## config.mk

```make
export PLATFORM = sky130hd
export DESIGN_NAME = cam_host_if
export DESIGN_NICKNAME = d
export VERILOG_FILES = /design/src/rtl/cam_host_pkg.sv /design/src/rtl/cam_cycle_decode.sv /design/src/rtl/cam_reg_file.sv /design/src/rtl/cam_read_mux.sv /design/src/rtl/cam_host_if.sv
export SDC_FILE = /design/constraint.sdc
export NUM_CORES = 1
export LEC_CHECK = 0
export BUFFER_PORTS_ARGS = -buffer_cell sky130_fd_sc_hd__buf_2
export CAP_MARGIN = 20
export CORE_MARGIN = 3
export CORE_UTILIZATION = 50
export DETAILED_ROUTE_END_ITERATION = 12
export HOLD_SLACK_MARGIN = 0.12
export PLACE_DENSITY = 0.75
export SYNTH_ARGS = -nofsm -noshare
export SYNTH_HDL_FRONTEND = slang
export SYNTH_HIERARCHICAL = 1
export SYNTH_SLANG_ARGS = --single-unit
```

## constraint.sdc

```tcl
create_clock -name clk -period 9.8 [get_ports clk]
set_input_delay 0.49 -clock clk [delete_from_list [all_inputs] [get_ports clk]]
set_output_delay 0.49 -clock clk [all_outputs]
set_load 0.005 [all_outputs]
```

## src/rtl/cam_host_pkg.sv

```systemverilog
package cam_host_pkg;
   typedef enum logic [1:0] {
      CYC_CMD_WR = 2'd0,
      CYC_CMD_RD = 2'd1,
      CYC_DAT_WR = 2'd2,
      CYC_DAT_RD = 2'd3
   } cyc_e;

   typedef enum logic [2:0] {
      RES_CMP     = 3'd0,
      RES_MSK1    = 3'd1,
      RES_MSK2    = 3'd2,
      RES_ARR_ADR = 3'd3,
      RES_ARR_NFA = 3'd4,
      RES_ARR_HPM = 3'd5
   } res_e;

   localparam logic [3:0] OP_OVR = 4'd1;
   localparam logic [3:0] OP_SRC = 4'd2;
   localparam logic [3:0] OP_DST = 4'd3;

   localparam int         NUM_LD  = 5;
   localparam logic [3:0] RG_ADR  = 4'd0;
   localparam logic [3:0] RG_CTL  = 4'd1;
   localparam logic [3:0] RG_PAGE = 4'd2;
   localparam logic [3:0] RG_SEG  = 4'd3;
   localparam logic [3:0] RG_DSEL = 4'd4;
   localparam logic [3:0] RG_NFA  = 4'd5;
   localparam logic [3:0] RG_SRC  = 4'd6;
   localparam logic [3:0] RG_DST  = 4'd7;

   localparam int FLAG_BIT = 4;
endpackage

```

## src/rtl/cam_cycle_decode.sv

```systemverilog
module cam_cycle_decode
   import cam_host_pkg::*;
#(
   parameter int REG_W    = 16,
   parameter bit BCAST_EN = 1'b1
) (
   input  logic             bus_en_n,
   input  logic             bus_cd,
   input  logic             bus_wr_n,
   input  logic [REG_W-1:0] dsel_q,
   input  logic [REG_W-1:0] page_q,
   output logic             cyc_act,
   output cyc_e             cyc_type,
   output logic             rd_ok,
   output logic             wr_ok
);
   logic sel_eq;

   assign cyc_act  = !bus_en_n;
   assign cyc_type = cyc_e'({bus_cd, bus_wr_n});
   assign sel_eq   = (dsel_q == page_q);
   assign rd_ok    = sel_eq;

   generate
      if (BCAST_EN) begin : g_bcast
         assign wr_ok = sel_eq || (&dsel_q);
      end else begin : g_strict
         assign wr_ok = sel_eq;
      end
   endgenerate
endmodule

```

## src/rtl/cam_reg_file.sv

```systemverilog
module cam_reg_file
   import cam_host_pkg::*;
#(
   parameter int REG_W = 16
) (
   input  logic             clk,
   input  logic             rst_n,
   input  logic             cmd_wr,
   input  logic             wr_ok,
   input  logic [REG_W-1:0] instr,
   input  logic [REG_W-1:0] wval,
   output logic [REG_W-1:0] adr_q,
   output logic [REG_W-1:0] ctl_q,
   output logic [REG_W-1:0] page_q,
   output logic [REG_W-1:0] seg_q,
   output logic [REG_W-1:0] dsel_q,
   output logic [REG_W-1:0] src_ins_q,
   output logic [REG_W-1:0] dst_ins_q,
   output res_e             src_q,
   output res_e             dst_q,
   output logic             pend_q,
   output logic [3:0]       pend_sel_q
);
   localparam int OP_LSB = REG_W - 4;

   logic [3:0]       op;
   logic             flag;
   logic [3:0]       rsel;
   logic [2:0]       rcode;
   logic             acc_wr;
   logic             src_ok;
   logic             dst_ok;
   logic [NUM_LD-1:0] ld_en;
   logic [REG_W-1:0] regs_q [NUM_LD];

   assign op     = instr[REG_W-1:OP_LSB];
   assign flag   = instr[FLAG_BIT];
   assign rsel   = instr[3:0];
   assign rcode  = instr[2:0];
   assign acc_wr = cmd_wr && wr_ok;
   assign src_ok = (rcode <= 3'd5) && (rcode != 3'd4);
   assign dst_ok = (rcode <= 3'd5);

   generate
      for (genvar g = 0; g < NUM_LD; g++) begin : g_ld
         if (g == int'(RG_DSEL)) begin : g_always
            assign ld_en[g] = cmd_wr && (op == OP_OVR) && flag && (rsel == 4'(g));
         end else begin : g_gated
            assign ld_en[g] = acc_wr && (op == OP_OVR) && flag && (rsel == 4'(g));
         end
      end
   endgenerate

   always_ff @(posedge clk) begin
      if (!rst_n) begin
         for (int i = 0; i < NUM_LD; i++) regs_q[i] <= '0;
         pend_q     <= 1'b0;
         pend_sel_q <= '0;
         src_q      <= RES_CMP;
         dst_q      <= RES_CMP;
         src_ins_q  <= '0;
         dst_ins_q  <= '0;
      end else begin
         for (int i = 0; i < NUM_LD; i++) begin
            if (ld_en[i]) regs_q[i] <= wval;
         end
         pend_q <= acc_wr && (op == OP_OVR) && !flag;
         if (acc_wr && (op == OP_OVR) && !flag) pend_sel_q <= rsel;
         if (acc_wr && (op == OP_SRC) && src_ok) begin
            src_q     <= res_e'(rcode);
            src_ins_q <= instr;
         end
         if (acc_wr && (op == OP_DST) && dst_ok) begin
            dst_q     <= res_e'(rcode);
            dst_ins_q <= instr;
         end
      end
   end

   assign adr_q  = regs_q[RG_ADR];
   assign ctl_q  = regs_q[RG_CTL];
   assign page_q = regs_q[RG_PAGE];
   assign seg_q  = regs_q[RG_SEG];
   assign dsel_q = regs_q[RG_DSEL];
endmodule

```

## src/rtl/cam_read_mux.sv

```systemverilog
module cam_read_mux
   import cam_host_pkg::*;
#(
   parameter int             REG_W  = 16,
   parameter logic [REG_W-1:0] DEV_ID = '0
) (
   input  cyc_e               cyc_type,
   input  logic               pend_q,
   input  logic [3:0]         pend_sel_q,
   input  logic [REG_W-1:0]   adr_q,
   input  logic [REG_W-1:0]   ctl_q,
   input  logic [REG_W-1:0]   page_q,
   input  logic [REG_W-1:0]   seg_q,
   input  logic [REG_W-1:0]   dsel_q,
   input  logic [REG_W-1:0]   src_ins_q,
   input  logic [REG_W-1:0]   dst_ins_q,
   input  logic [REG_W-1:0]   nfa_in,
   input  logic [2*REG_W-1:0] status_in,
   input  logic [2*REG_W-1:0] rd_data_in,
   output logic [2*REG_W-1:0] rd_word
);
   logic [REG_W-1:0] st_hi;
   assign st_hi = status_in[2*REG_W-1:REG_W];

   always_comb begin
      rd_word = '0;
      if (cyc_type == CYC_DAT_RD) begin
         rd_word = rd_data_in;
      end else if (cyc_type == CYC_CMD_RD) begin
         rd_word = status_in;
         if (pend_q) begin
            case (pend_sel_q)
               RG_ADR:  rd_word = {st_hi, adr_q};
               RG_CTL:  rd_word = {st_hi, ctl_q};
               RG_PAGE: rd_word = {{REG_W{1'b0}}, page_q};
               RG_SEG:  rd_word = {st_hi, seg_q};
               RG_DSEL: rd_word = {st_hi, dsel_q};
               RG_NFA:  rd_word = {st_hi, nfa_in};
               RG_SRC:  rd_word = {DEV_ID, src_ins_q};
               RG_DST:  rd_word = {st_hi, dst_ins_q};
               default: rd_word = status_in;
            endcase
         end
      end
   end
endmodule

```

## src/rtl/cam_host_if.sv

```systemverilog
module cam_host_if
   import cam_host_pkg::*;
#(
   parameter int               REG_W    = 16,
   parameter int               DATA_W   = 32,
   parameter logic [REG_W-1:0] DEV_ID   = 16'h0C3A,
   parameter bit               BCAST_EN = 1'b1
) (
   input  logic              clk,
   input  logic              rst_n,
   input  logic              bus_en_n,
   input  logic              bus_cd,
   input  logic              bus_wr_n,
   input  logic [DATA_W-1:0] dq_in,
   output logic [DATA_W-1:0] dq_out,
   output logic              dq_oe,
   input  logic [REG_W-1:0]  nfa_in,
   input  logic [DATA_W-1:0] status_in,
   input  logic [DATA_W-1:0] rd_data_in,
   output logic              req_vld,
   output logic              req_wr,
   output logic [2:0]        req_res,
   output logic [REG_W-1:0]  req_addr,
   output logic [DATA_W-1:0] req_wdata
);
   generate
      if (DATA_W != 2 * REG_W) begin : g_bad_width
         $error("cam_host_if: DATA_W must be twice REG_W");
      end
      if (REG_W < 8) begin : g_bad_reg
         $error("cam_host_if: REG_W must be at least 8");
      end
   endgenerate

   cyc_e             cyc_type;
   logic             cyc_act;
   logic             rd_ok;
   logic             wr_ok;
   logic [REG_W-1:0] adr_q, ctl_q, page_q, seg_q, dsel_q, src_ins_q, dst_ins_q;
   res_e             src_q, dst_q;
   logic             pend_q;
   logic [3:0]       pend_sel_q;
   logic [DATA_W-1:0] rd_word;
   logic             is_rd;
   logic             is_dat;
   res_e             act_res;

   cam_cycle_decode #(.REG_W(REG_W), .BCAST_EN(BCAST_EN)) u_dec (
      .bus_en_n (bus_en_n),
      .bus_cd   (bus_cd),
      .bus_wr_n (bus_wr_n),
      .dsel_q   (dsel_q),
      .page_q   (page_q),
      .cyc_act  (cyc_act),
      .cyc_type (cyc_type),
      .rd_ok    (rd_ok),
      .wr_ok    (wr_ok)
   );

   cam_reg_file #(.REG_W(REG_W)) u_regs (
      .clk        (clk),
      .rst_n      (rst_n),
      .cmd_wr     (cyc_act && (cyc_type == CYC_CMD_WR)),
      .wr_ok      (wr_ok),
      .instr      (dq_in[DATA_W-1:REG_W]),
      .wval       (dq_in[REG_W-1:0]),
      .adr_q      (adr_q),
      .ctl_q      (ctl_q),
      .page_q     (page_q),
      .seg_q      (seg_q),
      .dsel_q     (dsel_q),
      .src_ins_q  (src_ins_q),
      .dst_ins_q  (dst_ins_q),
      .src_q      (src_q),
      .dst_q      (dst_q),
      .pend_q     (pend_q),
      .pend_sel_q (pend_sel_q)
   );

   cam_read_mux #(.REG_W(REG_W), .DEV_ID(DEV_ID)) u_rmux (
      .cyc_type   (cyc_type),
      .pend_q     (pend_q),
      .pend_sel_q (pend_sel_q),
      .adr_q      (adr_q),
      .ctl_q      (ctl_q),
      .page_q     (page_q),
      .seg_q      (seg_q),
      .dsel_q     (dsel_q),
      .src_ins_q  (src_ins_q),
      .dst_ins_q  (dst_ins_q),
      .nfa_in     (nfa_in),
      .status_in  (status_in),
      .rd_data_in (rd_data_in),
      .rd_word    (rd_word)
   );

   assign is_rd   = bus_wr_n;
   assign is_dat  = bus_cd;
   assign dq_oe   = cyc_act && is_rd && rd_ok;
   assign dq_out  = dq_oe ? rd_word : '0;
   assign act_res = is_rd ? src_q : dst_q;
   assign req_vld = cyc_act && is_dat && (is_rd ? rd_ok : wr_ok);
   assign req_wr  = req_vld && !is_rd;
   assign req_res = req_vld ? act_res : RES_CMP;

   always_comb begin
      req_addr = '0;
      if (req_vld) begin
         case (act_res)
            RES_ARR_ADR: req_addr = adr_q;
            RES_ARR_NFA: req_addr = nfa_in;
            default:     req_addr = '0;
         endcase
      end
   end

   assign req_wdata = req_wr ? dq_in : '0;
endmodule

```

[Word level (Yosys, flattened, before mapping)]
Memories as Yosys holds them, arrays and structs flattened.
Cells that the tools add are included.
Word-level totals
  flip-flop bits (word level): 43
  RAM bits: 80
  bits of input ports: 117
  word-level logic and storage cells: 95
  memories kept: 1
Memory list
  u_regs.regs_q: depth 5, bits a word 16, read ports 5, clocked after memory_dff 0, wr ports 5, RTL line cam_reg_file.sv:34  | logic [REG_W-1:0] regs_q [NUM_LD];
Operators by class
  $lt $le $gt $ge: 1
  equality and inequality tests: 20
  muxes and demuxes: 32
  bitwise gates (word level): 5
  reductions and logical operators: 30
Operator list (count)
  $pmux W32 S8: 1
  $mux W32: 5
  $mux W16: 6
  $pmux W16 S2: 1
  $eq A4 B2 Y1 const B: 6
  $logic_and A1 B1 Y1: 22
  $eq A4 B3 Y1 const B: 5
  $mux W1: 17
  $eq A16 B16 Y1: 1
  $reduce_and A16 Y1: 1
  $eq A4 B1 Y1 const B: 3
  $logic_not A4 Y1: 2
  $mux W3: 2
  $or A1 B1 Y1: 5
  $eq A3 B2 Y1 const B: 1
  $eq A3 B3 Y1 const B: 1
  $le A3 B3 Y1 const B: 1
  $logic_not A1 Y1: 3
  $ne A3 B3 Y1 const B: 1
  $eq A2 B1 Y1 const B: 1
  $eq A2 B2 Y1 const B: 1
  $logic_not A2 Y1: 1
  $logic_or A1 B1 Y1: 1

[Logic depth before layout (Yosys ltp)]
  depth after elaboration: 10
  depth in mapped cells: 9
  mapped depth without buffers: 7

[Modules after synthesis]
The synthesis kept the hierarchy.
By module, submodules not included
  cam_reg_file: times used 1, cells an instance 275, area an instance 4162.7 µm², sequential area each 3143.0 µm²
  cam_read_mux: times used 1, cells an instance 259, area an instance 1829.3 µm², sequential area each 0.0 µm²
  cam_host_if: times used 1, cells an instance 144, area an instance 914.6 µm², sequential area each 0.0 µm²
  cam_cycle_decode: times used 1, cells an instance 30, area an instance 234.0 µm², sequential area each 0.0 µm²

[Worst setup path after synthesis]
Ideal clock, no wire load.
  path type: register to register
  from: memory u_regs.regs_q[4][3]
  to: memory u_regs.regs_q[0][0], enable pin
  data arrival time: 3106 ps
  data required time: 9385 ps
  slack: 6279 ps
  cell stages (with the launch flop): 8
  clock period less this slack: 3521 ps
  cells stage by stage: edfxtp_1 -> xnor2_1 -> nand4_1 -> nor4_2 -> or2_1 -> nor4bb_1 -> nand4b_1 -> o31ai_1
RTL lines (RTL line)
  start, declared: cam_reg_file.sv:34

==> summary.txt <==
Result of the run - completed
Worst Clk Skew - 0.00725 ns
Class of the tightest hold or removal check - input port to flop
Leakage power of the design - 3.40 nW
Clock-pin slew of the registers on the worst-case setup and hold paths - 0.06 ns
R2r startpoint - u_regs/regs_q[4][15]$_DFFE_PP_
Met2 WL - 11.8 mm
Switching part of the total power - 22.3%
Number of flip-flops and latches in the synthesized netlist - 117
Post-synth top cells - 80 x sky130_fd_sc_hd__edfxtp_1, 70 x sky130_fd_sc_hd__and2_1, 54 x sky130_fd_sc_hd__nand2_1
Post-detail-place hpwl - 19.1 mm
Slew Viols, Final - 0
Number of iterations in the first detailed-routing pass - 7
Number of different library cells in the post-synthesis netlist - 74
Synth Area in Simple Gates - 22.6%
Power Dens Cells - 153 nW/um^2
Antenna violations before repair - 0
Biggest area consumer among synthesized cells - sky130_fd_sc_hd__edfxtp_1
Vias per Instance - 6.50
Dominant cells by area after synthesis - sky130_fd_sc_hd__edfxtp_1 34%, sky130_fd_sc_hd__dfxtp_1 10%, sky130_fd_sc_hd__and2_1 6.1%
Area of the core - 13900 um^2
Highest clock rate - 0.266 GHz
Number of nets in the layout - 993
Antenna-violating nets left - 0
Buffers inserted during post-CTS setup optimization - 0
Dominant combinational cell family by area after synthesis - simple AND/OR/NAND/NOR gates
Detail-routed net length per standard cell - 24.7 um
Initial DRC Count - 969
Final routed wirelength across all metal layers - 26.4 mm
Synth Area in Compound Gates - 17.6%
Root buffer selected by CTS - sky130_fd_sc_hd__clkbuf_16
Clock network power share - 51.3%
Number of maximum-capacitance constraint violations - 0
Post-synthesis net count - 825
Post-layout utilization of the core - 62.8%
Aggregate negative setup slack - 0 ns
Fraction of synthesized cell area taken by the top area cell type - 33.6%
Effective utilization at floorplan - 51.2%
Metal1 wirelength - 9.75 mm
Insertion delay to the later sink of the worst-skew pair - 0.42 ns
Leading cell type by number of instances after synthesis - sky130_fd_sc_hd__edfxtp_1
Fraction of layout instances using a drive strength above 1 - 31.3%
Count of unresolved DRC violations after routing - 0
Via count of the first global-routing pass - 6522
Worst Path Required - 9.89 ns
Number of placed I/O pins - 203
Critical setup path kind - flop to flop
EDFF count, synth - 80
Count of buffers inserted at the top-level ports - 202
Critical path peak fanout - 18
IR drop worst, VDD - 0.127 mV
Count of hold buffers inserted by post-cts repair - 0
Dpl ws - 6.24 ns
Weighted congestion reported at the end of routability-driven placement - 0.950
Startpoint of the lowest-slack hold path - dq_in[21]
Parity-gate share of the synthesized area counting xor and xnor cells - 1.96%
Antenna diode count - 0
Combinational Power Share - 7.0%
P_sw - 298 uW
Final global-route overflow total - 0
Fin crit period - 3.76 ns
Crit path setup slack, layout - 6.04 ns
Floorplan row count - 43
Final hold violations - 0
Floorplan die width - 126 um
Predominant post-synthesis flop cell - sky130_fd_sc_hd__edfxtp_1
Clock buffer depth - 2
CP Launch Point - u_regs/regs_q[4][15]$_DFFE_PP_
Period Utilization, post-route - 38.4%
CTS H-tree depth - 4
Number of setup violations in the final report - 0
CP Capture Type - flop
Overall via count from detail_route - 6953
RSZ-0062 raised after global routing - no
Gate Count Post-Synth - 708
Signed area change from the synthesized netlist to the final layout - 22.6%
Worst slew pin tran - 1.04 ns
Share of async-settable or async-resettable flops after synthesis - 0%
Global-route wire length before repair - 38.9 mm
Die height - 126 um
Largest net degree at the start of global routing - 45
Total clock buffers created by CTS - 17
PostCTS Resize Cnt - 0
Arrival @ worst endpoint - 3.85 ns
Mux contribution to synthesized area - 7.59%
Met3 Wirelength - 3.70 mm
Die ar. - 15800 um^2
Kind of start point of the critical path - flop
Fraction of power consumed by sequential logic - 41.7%
Area of the mapped netlist - 7140 um^2
Total routing resource utilization after global routing - 32.3%
Mapped Avg Cell Area - 10.1 um^2
Count of synthesis-stage warnings from yosys - 6
Clock tree from TritonCTS - done
Max layer used - met4
Seq/Total Area, Yosys - 44.0%
Headroom to the max-slew limit - 30.5%
Clock sink count - 117
Power consumption - 1.34 mW
Adder and majority cell fraction of the synthesized area - 0%
Int Pwr - 1.04 mW
==> final cells by class <==
type	instances	area, um^2
fill	1180	5180
clock buffer	18	429
sequential	117	3140
clock inverter	14	223
multi-input combinational	516	3570
inverter	8	30.0
tap	180	225
timing repair buffer	216	1130
==> critical path: stages, from the launching register on <==
cell	delay, ns
sky130_fd_sc_hd__edfxtp_1	0.42
sky130_fd_sc_hd__xnor2_1	0.23
sky130_fd_sc_hd__nand4_1	0.15
sky130_fd_sc_hd__nor4_2	0.37
sky130_fd_sc_hd__or2_1	0.21
sky130_fd_sc_hd__nand4bb_1	0.71
sky130_fd_sc_hd__a2bb2oi_1	0.36
sky130_fd_sc_hd__buf_4	0.21
sky130_fd_sc_hd__nor3b_1	0.78
==> kinds of logic after synthesis <==
family	Yosys count
AO/OA/AOI/OAI	182
AND/OR/NAND/NOR	268
multiplexers	50
flip-flops	117
buffers and inverters	75
XOR/XNOR	16
==> placed cells by master (no fill, tap or decap), types with 9 or more instances in the layout <==
cell type                   instances
sky130_fd_sc_hd__nor2_1            13
sky130_fd_sc_hd__o21ai_0           25
sky130_fd_sc_hd__and2_1            70
sky130_fd_sc_hd__buf_2            202
sky130_fd_sc_hd__nor3b_1           21
sky130_fd_sc_hd__a22oi_1           13
sky130_fd_sc_hd__edfxtp_1          80
sky130_fd_sc_hd__mux2i_1           33
sky130_fd_sc_hd__xnor2_1           16
sky130_fd_sc_hd__o31ai_1           12
sky130_fd_sc_hd__clkbuf_16         17
sky130_fd_sc_hd__buf_4             11
sky130_fd_sc_hd__dfxtp_1           37
sky130_fd_sc_hd__a21oi_1           48
sky130_fd_sc_hd__a22o_1            15
sky130_fd_sc_hd__nand2_1           54
sky130_fd_sc_hd__nand4_1           52
sky130_fd_sc_hd__a32oi_1            9
sky130_fd_sc_hd__mux2_2            11
==> sequential cells by signal, indices dropped and copies added, names as in the netlist <==
signal and count:
u_regs/regs_q 80, u_regs/dst_ins_q 16, u_regs/src_ins_q 16, u_regs/pend_sel_q 4
u_regs/pend_q 1
==> metal layers <==
metal | global-route usage, % | up-vias
li1 | - | 3037
met1 | 41.7 | 3245
met2 | 49.7 | 580
met3 | 11.0 | 91
met4 | 13.6 | 0
met5 | 0 | -
==> final timing paths <==
| kind | cells past startpoint | slack [ns] | end |
|---|---|---|---|
| min reg2reg | 2 | 0.47 | u_regs/dst_ins_q[5]$_SDFFE_PN0P_ |
| max | 8 | 6.04 | u_regs/regs_q[4][15]$_DFFE_PP_ |
| max reg2reg | 8 | 6.04 | u_regs/regs_q[4][15]$_DFFE_PP_ |
| min | 3 | 0.35 | u_regs/dst_ins_q[5]$_SDFFE_PN0P_ |
==> power by group through the flow <==
stage / Combinational, mW / Clock (mW) / Sequential, mW
6_report: 0.0934 / 0.685 / 0.557
5_1_grt: 0.101 / 0.711 / 0.558
4_1_cts: 0.0914 / 0.686 / 0.556
3_5_place_dp: 0.0905 / 0 / 0.566
3_3_place_gp: 0.0906 / 0 / 0.565
2_1_floorplan: 0.0469 / 0 / 0.561
==> stage by stage <==
step / std cells / instance area, um^2 / hold WS (ns)
floorplan: 708 / 7140 / 0.431
global placement: 1033 / 8060 / 0.449
detailed placement: 1033 / 8060 / 0.454
CTS: 1065 / 8710 / 0.341
global route: 1069 / 8760 / 0.351
finish: 1069 / 8760 / 0.347
No activity file was read; power rests on OpenSTA's default activity.
